[src/rtl/nad_pkg.sv]
package nad_pkg;
  localparam int unsigned MAX_NODES = 8;
  localparam int unsigned SLOT_W    = $clog2(MAX_NODES);
  localparam int unsigned CFG_AW    = 9;
  localparam int unsigned REG_W     = 32;
  localparam int unsigned FIELD_W   = 16;
  localparam int unsigned EXT_W     = 8;
  localparam int unsigned KEY_W     = FIELD_W + EXT_W;
  localparam int unsigned NODE_W    = 3;
  localparam int unsigned CNT_W     = 4;

  typedef struct packed {
    logic [KEY_W-1:0]  lo;
    logic [KEY_W-1:0]  hi;
    logic [NODE_W-1:0] dst;
  } range_t;
endpackage

[src/rtl/nad_cfg_regs.sv]
module nad_cfg_regs
  import nad_pkg::*;
#(
  parameter int unsigned NUM_NODES = 8,
  parameter bit          EXT_EN    = 1'b1
) (
  input  logic              clk_i,
  input  logic              rst_ni,
  input  logic              we_i,
  input  logic [CFG_AW-1:0] addr_i,
  input  logic [REG_W-1:0]  wdata_i,
  output logic [REG_W-1:0]  rdata_o,
  output range_t            range_o [MAX_NODES],
  output logic [2:0]        intl_mask_o
);
  logic              aligned, std_win, ext_win, hi_sel;
  logic [SLOT_W-1:0] slot;
  logic              wr_std, wr_ext;

  logic [REG_W-1:0] base_w [MAX_NODES];
  logic [REG_W-1:0] lim_w  [MAX_NODES];
  logic [EXT_W-1:0] eb_w   [MAX_NODES];
  logic [EXT_W-1:0] el_w   [MAX_NODES];

  // offset layout: [8:6] window, [5:3] pair, [2] limit select, [1:0] zero
  assign aligned = addr_i[1:0] == 2'b00;
  assign std_win = addr_i[8:6] == 3'b001;
  assign ext_win = EXT_EN && (addr_i[8:6] == 3'b101);
  assign hi_sel  = addr_i[2];
  assign slot    = addr_i[5:3];
  assign wr_std  = we_i && aligned && std_win;
  assign wr_ext  = we_i && aligned && ext_win;

  for (genvar g = 0; g < MAX_NODES; g++) begin : g_slot
    if (g < NUM_NODES) begin : g_live
      logic [REG_W-1:0] base_q, lim_q;
      always_ff @(posedge clk_i or negedge rst_ni) begin
        if (!rst_ni) begin
          base_q <= '0;
          lim_q  <= '0;
        end else if (wr_std && slot == SLOT_W'(g)) begin
          if (hi_sel) lim_q  <= wdata_i;
          else        base_q <= wdata_i;
        end
      end
      assign base_w[g] = base_q;
      assign lim_w[g]  = lim_q;

      if (EXT_EN) begin : g_ext
        logic [EXT_W-1:0] eb_q, el_q;
        always_ff @(posedge clk_i or negedge rst_ni) begin
          if (!rst_ni) begin
            eb_q <= '0;
            el_q <= '0;
          end else if (wr_ext && slot == SLOT_W'(g)) begin
            if (hi_sel) el_q <= wdata_i[EXT_W-1:0];
            else        eb_q <= wdata_i[EXT_W-1:0];
          end
        end
        assign eb_w[g] = eb_q;
        assign el_w[g] = el_q;
      end else begin : g_noext
        assign eb_w[g] = '0;
        assign el_w[g] = '0;
      end
    end else begin : g_dead
      assign base_w[g] = '0;
      assign lim_w[g]  = '0;
      assign eb_w[g]   = '0;
      assign el_w[g]   = '0;
    end

    assign range_o[g] = '{lo:  {eb_w[g], base_w[g][REG_W-1:REG_W-FIELD_W]},
                          hi:  {el_w[g], lim_w[g][REG_W-1:REG_W-FIELD_W]},
                          dst: lim_w[g][NODE_W-1:0]};
  end

  always_comb begin
    rdata_o = '0;
    if (aligned && std_win)      rdata_o = hi_sel ? lim_w[slot] : base_w[slot];
    else if (aligned && ext_win) rdata_o = {{(REG_W-EXT_W){1'b0}}, hi_sel ? el_w[slot] : eb_w[slot]};
  end

  assign intl_mask_o = base_w[0][10:8];

  // a write outside the windows leaves pair 0 untouched
  p_hole_write_r10: assert property (@(posedge clk_i) disable iff (!rst_ni)
    (we_i && !wr_std && !wr_ext) |=> ($stable(base_w[0]) && $stable(lim_w[0])
                                      && $stable(eb_w[0]) && $stable(el_w[0])));

  // absent pairs read back as zero
  p_dead_read_r10: assert property (@(posedge clk_i) disable iff (!rst_ni)
    (aligned && (std_win || ext_win) && (32'(slot) >= NUM_NODES)) |-> (rdata_o == '0));
endmodule

[src/rtl/nad_range_cmp.sv]
module nad_range_cmp
  import nad_pkg::*;
(
  input  logic [KEY_W-1:0] key_i,
  input  range_t           rng_i,
  output logic             hit_o
);
  logic filled;
  // empty when lower key is not strictly below the inclusive upper key
  assign filled = rng_i.lo < rng_i.hi;
  assign hit_o  = filled && (key_i >= rng_i.lo) && (key_i <= rng_i.hi);
endmodule

[src/rtl/nad_first_hit.sv]
module nad_first_hit #(
  parameter int unsigned N     = 8,
  localparam int unsigned IDX_W = (N > 1) ? $clog2(N) : 1
) (
  input  logic [N-1:0]     req_i,
  output logic             any_o,
  output logic [IDX_W-1:0] idx_o
);
  always_comb begin
    idx_o = '0;
    for (int i = N - 1; i >= 0; i--) begin
      if (req_i[i]) idx_o = IDX_W'(i);
    end
  end
  assign any_o = |req_i;
endmodule

[src/rtl/node_addr_decoder.sv]
module node_addr_decoder
  import nad_pkg::*;
#(
  parameter int unsigned NUM_NODES = 8,
  parameter bit          EXT_EN    = 1'b1,
  parameter int unsigned ADDR_W    = 48
) (
  input  logic              clk_i,
  input  logic              rst_ni,
  input  logic              cfg_we_i,
  input  logic [CFG_AW-1:0] cfg_addr_i,
  input  logic [REG_W-1:0]  cfg_wdata_i,
  output logic [REG_W-1:0]  cfg_rdata_o,
  input  logic              req_valid_i,
  input  logic [ADDR_W-1:0] req_addr_i,
  output logic              rsp_valid_o,
  output logic              rsp_hit_o,
  output logic [NODE_W-1:0] rsp_node_o,
  output logic [CNT_W-1:0]  intl_count_o
);
  localparam int unsigned KEY_LSB = ADDR_W - KEY_W;

  range_t            rng [MAX_NODES];
  logic [2:0]        intl_mask;
  logic [KEY_W-1:0]  key;
  logic              unused_low;
  logic [MAX_NODES-1:0] slot_hit;
  logic              any_hit;
  logic [SLOT_W-1:0] win_idx;
  logic              valid_q, hit_q;
  logic [NODE_W-1:0] node_q;

  assign key        = req_addr_i[ADDR_W-1:KEY_LSB];
  assign unused_low = ^req_addr_i[KEY_LSB-1:0];

  nad_cfg_regs #(.NUM_NODES(NUM_NODES), .EXT_EN(EXT_EN)) i_regs (
    .clk_i      (clk_i),
    .rst_ni     (rst_ni),
    .we_i       (cfg_we_i),
    .addr_i     (cfg_addr_i),
    .wdata_i    (cfg_wdata_i),
    .rdata_o    (cfg_rdata_o),
    .range_o    (rng),
    .intl_mask_o(intl_mask)
  );

  for (genvar g = 0; g < MAX_NODES; g++) begin : g_cmp
    nad_range_cmp i_cmp (
      .key_i(key),
      .rng_i(rng[g]),
      .hit_o(slot_hit[g])
    );
  end

  nad_first_hit #(.N(MAX_NODES)) i_pick (
    .req_i(slot_hit),
    .any_o(any_hit),
    .idx_o(win_idx)
  );

  always_ff @(posedge clk_i or negedge rst_ni) begin
    if (!rst_ni) begin
      valid_q <= 1'b0;
      hit_q   <= 1'b0;
      node_q  <= '0;
    end else begin
      valid_q <= req_valid_i;
      hit_q   <= req_valid_i && any_hit;
      node_q  <= (req_valid_i && any_hit) ? rng[win_idx].dst : '0;
    end
  end

  assign rsp_valid_o  = valid_q;
  assign rsp_hit_o    = hit_q;
  assign rsp_node_o   = node_q;
  assign intl_count_o = (intl_mask == 3'd0) ? '0 : CNT_W'(intl_mask) + CNT_W'(1);

  p_rsp_rise_r8: assert property (@(posedge clk_i) disable iff (!rst_ni)
    req_valid_i |=> rsp_valid_o);
  p_rsp_idle_r8: assert property (@(posedge clk_i) disable iff (!rst_ni)
    !req_valid_i |=> (!rsp_valid_o && !rsp_hit_o));
  p_hit_gated_r8: assert property (@(posedge clk_i) disable iff (!rst_ni)
    rsp_hit_o |-> rsp_valid_o);
  p_miss_node_r8: assert property (@(posedge clk_i) disable iff (!rst_ni)
    !rsp_hit_o |-> (rsp_node_o == '0));
  p_count_form_r9: assert property (@(posedge clk_i) disable iff (!rst_ni)
    (intl_count_o != CNT_W'(1)) && (intl_count_o <= CNT_W'(8)));
endmodule

[config.mk]
export PLATFORM = sky130hd
export DESIGN_NAME = node_addr_decoder
export DESIGN_NICKNAME = d
export VERILOG_FILES = /design/src/rtl/nad_pkg.sv /design/src/rtl/nad_cfg_regs.sv /design/src/rtl/nad_range_cmp.sv /design/src/rtl/nad_first_hit.sv /design/src/rtl/node_addr_decoder.sv
export SDC_FILE = /design/constraint.sdc
export NUM_CORES = 2
export LEC_CHECK = 0
export ABC_AREA = 0
export ABC_CLOCK_PERIOD_IN_PS = 3400
export BUFFER_PORTS_ARGS = -buffer_cell sky130_fd_sc_hd__buf_2
export CORE_ASPECT_RATIO = 1.5
export CORE_MARGIN = 3
export CORE_UTILIZATION = 43
export DETAILED_ROUTE_END_ITERATION = 12
export SYNTH_ARGS = -nofsm -noshare
export SYNTH_HDL_FRONTEND = slang
export SYNTH_SLANG_ARGS = --single-unit
[constraint.sdc]
create_clock -name clk_i -period 3.4 [get_ports clk_i]
set_input_delay 0.51 -clock clk_i [delete_from_list [all_inputs] [get_ports clk_i]]
set_output_delay 0.51 -clock clk_i [all_outputs]
set_load 0.1 [all_outputs]
==> results.py <==
metrics = {
    "run_status": {
        "status": "finished, violations left",
        "failed_checks": "setup timing",
    },
    "yosys": {
        "syn_avg_cell_area_um2": 10.8,
        "synth_most_common_cell": "dfrtp_1",
        "synth_top_area_cell": "dfrtp_1",
        "synth_edf_count": 0,
        "synth_top_area_share_pct": 38.3,
        "netlist_instances": 3917,
        "async_reset_ff_share_pct": 100,
        "synth_area_leaders": "dfrtp_1 (38%), ha_1 (17%), mux4_2 (11%)",
        "yosysSeqAreaShare_pct": 38.3,
        "synth_common_cells": "dfrtp_1 (645), ha_1 (570), nand2_1 (406)",
        "ys_types": 66,
        "synth_area_um2": 42200,
        "ys_ff_latch": 645,
        "synth_nets": 4580,
        "synth_ff_type": "dfrtp_1",
        "yosys_warnings": 0,
    },
    "power": {
        "finalPower_w": 0.0203,
        "pwr-share-comb_pct": 20.1,
        "p_seq_share_pct": 40.2,
        "switching_share_pct": 28.8,
        "switching_power_w": 0.00584,
        "ir_worst_vdd_v": 0.000423,
        "powerDensity_nw_per_um2": 381,
        "p_clk_share_pct": 39.7,
        "p_leak_nw": 26.4,
        "p_int_w": 0.0144,
    },
    "cts": {
        "cts_tree": "yes",
        "cts_htree_levels": 3,
        "clockRootBuffer": "clkbuf_16",
        "clk_pin_slew_ns": 0.07,
        "cts_buffer_depth": 3,
        "numCtsBuffers": 70,
        "insertion_delay_ns": 0.67,
        "cts.sinks": 645,
    },
    "place": {
        "routabilityCongestion": 0.972,
        "dpl_cell_area_um2": 50300,
        "port_buffers": 109,
        "hpwlAfterDp_mm": 111,
        "place_ws_ns": -1.33,
    },
    "detailed_routing": {
        "drc_errors": 0,
        "finalWirelength_mm": 145,
        "wl_per_cell_um": 24.1,
        "firstDrtPassIters": 5,
        "ant_nets": 0,
        "via_count": 34000,
        "drt-initial-drc-count": 2365,
        "vias_per_cell": 5.66,
    },
    "run": {
        "drv_cap": 0,
    },
    "worst_setup_path": {
        "cpPeakStageDelay_ns": 0.44,
        "cp_top_family": "compound AO/OA/AOI/OAI gates",
        "crit_top_cell": "buf_4",
        "cp_max_fo": 5,
        "crit_chain": "inv_2 -> ha_4 -> nand4_1 -> nor4_2 -> buf_4 -> o21ai_0 -> o21ai_1 -> a211oi_2 -> a2111oi_2 -> buf_4 -> o211ai_1 -> buf_4 -> and2_4 -> a21oi_4 -> mux2i_1 -> a2111oi_2",
        "cp_num_buf_inv": 4,
        "critical_path_class": "reg -> reg",
        "crit_path_end_kind": "flop",
        "crit_path_top_delay_cell": "dfrtp_1",
        "cp.arrival_ns": 4.27,
        "worstPathRequired_ns": 3.93,
        "start_kind": "flop",
    },
    "grt": {
        "overflow": 0,
        "antenna_found_initial": 11,
        "grt_pass1_vias": 35600,
        "grt_pass1_wl_mm": 218,
        "track_usage_pct": 28.8,
        "grt_max_degree": 87,
    },
    "timing": {
        "max_freq_mhz": 267,
        "worstMarginPinSlew_ns": 0.830,
        "whs_ns": 0.228,
        "skew_ns": 0.0287,
        "rsz0062_at_grt": "yes",
        "fin_crit_ns": 3.74,
        "hold_viol": 0,
        "post-route-period-util_pct": 110,
        "setup_violations": 3,
        "slew_violations": 0,
        "layout_setup_ws_ns": -0.342,
        "maxSlewHeadroom_pct": 44.7,
    },
    "die": {
        "die_w_um": 262,
        "row_count": 140,
        "die_h_um": 390,
        "core_um2": 97200,
        "pin_count": 134,
        "dieArea_um2": 102000,
        "start_util_pct": 43.4,
    },
    "cells_and_area": {
        "final_cell_area_um2": 53100,
        "drive_gt1_share_pct": 34.7,
        "syn_to_final_growth_pct": 26.0,
        "fin_util_pct": 54.7,
        "nets": 5334,
    },
    "hold_path": {
        "hp-class": "in -> reg",
    },
}
stage by stage:
stage          TNS, ns  instances
2_1_floorplan   -0.711       3917
3_3_place_gp     -4.54       5858
3_5_place_dp     -4.75       5858
4_1_cts          -1.03       5988
5_1_grt          -1.37       6002
6_report        -0.954       6007
flip-flops by register name (all words and copies together), names as in the netlist:
register	flops
i_regs.g_slot.g_live.base_q	256
rsp_hit_o	1
rsp_node_o	3
i_regs.g_slot.g_live.lim_q	256
rsp_valid_o	1
i_regs.g_slot.g_live.g_ext.eb_q	64
i_regs.g_slot.g_live.g_ext.el_q	64
path summary, 6_finish.rpt:
check | slack [ns] | startpoint | endpoint | cells past startpoint
worst min register to register | 0.50 | i_regs.g_slot[7].g_live.lim_q[12] | i_regs.g_slot[7].g_live.lim_q[12] | 1
max in group asynchronous | 1.90 | rst_ni | i_regs.g_slot[1].g_live.base_q[5] | 3
worst max-delay path | -0.34 | i_regs.g_slot[5].g_live.g_ext.eb_q[1] | rsp_node_o[0] | 16
min in group asynchronous | 0.41 | rst_ni | i_regs.g_slot[0].g_live.lim_q[16] | 2
worst max register to register | -0.34 | i_regs.g_slot[5].g_live.g_ext.eb_q[1] | rsp_node_o[0] | 16
worst min-delay path | 0.23 | cfg_wdata_i[10] | i_regs.g_slot[0].g_live.base_q[10] | 3
cells by family after synthesis:
kind of cell,Yosys count,share of synthesized area (%)
DFF,645,38.3
adders and majority gates,570,16.9
muxes,560,20.3
AOI/OAI and AO/OA,800,11.0
and+or+nand+nor,763,8.44
buffers and inverters,579,5.15
routing by layer:
layer	GRT usage, %	wire length (µm)
met2	49.0	71700
met3	3.10	5810
met4	18.1	10500
met5	0	40
met1	34.6	57000
area by class of cell:
type	count	area, µm²
Sequential cell	645	16100
Inverter	394	1480
Fill cell	8468	44100
Tap cell	1278	1600
Clock buffer	97	2040
Multi-Input combinational cell	2693	24400
Antenna cell	6	15.0
Timing Repair Buffer	867	7110
Clock inverter	27	310
worst min-delay path, stage by stage:
cell and delay (ns):
buf_2 0.18, nand2_1 0.08, o21ai_0 0.07
power groups by stage:
stage	sequential (W)	clock (W)	combinational, W
floorplan	0.00827	0	0.00193
global route	0.00817	0.00847	0.00443
finish	0.00815	0.00804	0.00408
CTS	0.00814	0.00817	0.00402
detailed placement	0.00828	0	0.00396
global placement	0.00827	0	0.00391
what timing repair did:
action                                 in CTS  in global routing
endpoints found under the hold margin      49                  0
hold buffers                                2                  0
setup endpoints to repair                   4                  4
setup buffers                               4                 13
pin swaps                                   9                 15
cloned                                      0                  0
resized for setup                          19                 44
cells in the final DEF (no fill, tap or decap), types with 58 or more instances in the layout:
master	synthesis	routed
buf_4	0	713
dfrtp_1	645	645
ha_1	570	559
nand2_1	406	405
inv_1	394	387
o21ai_0	387	373
mux2_2	356	356
mux4_2	200	200
a21oi_1	199	197
nand4_1	92	92
buf_2	0	85
clkbuf_16	0	73
a21o_1	69	69
buf_12	0	62
nor2_1	73	58
Power figures use the tool's default switching activity.
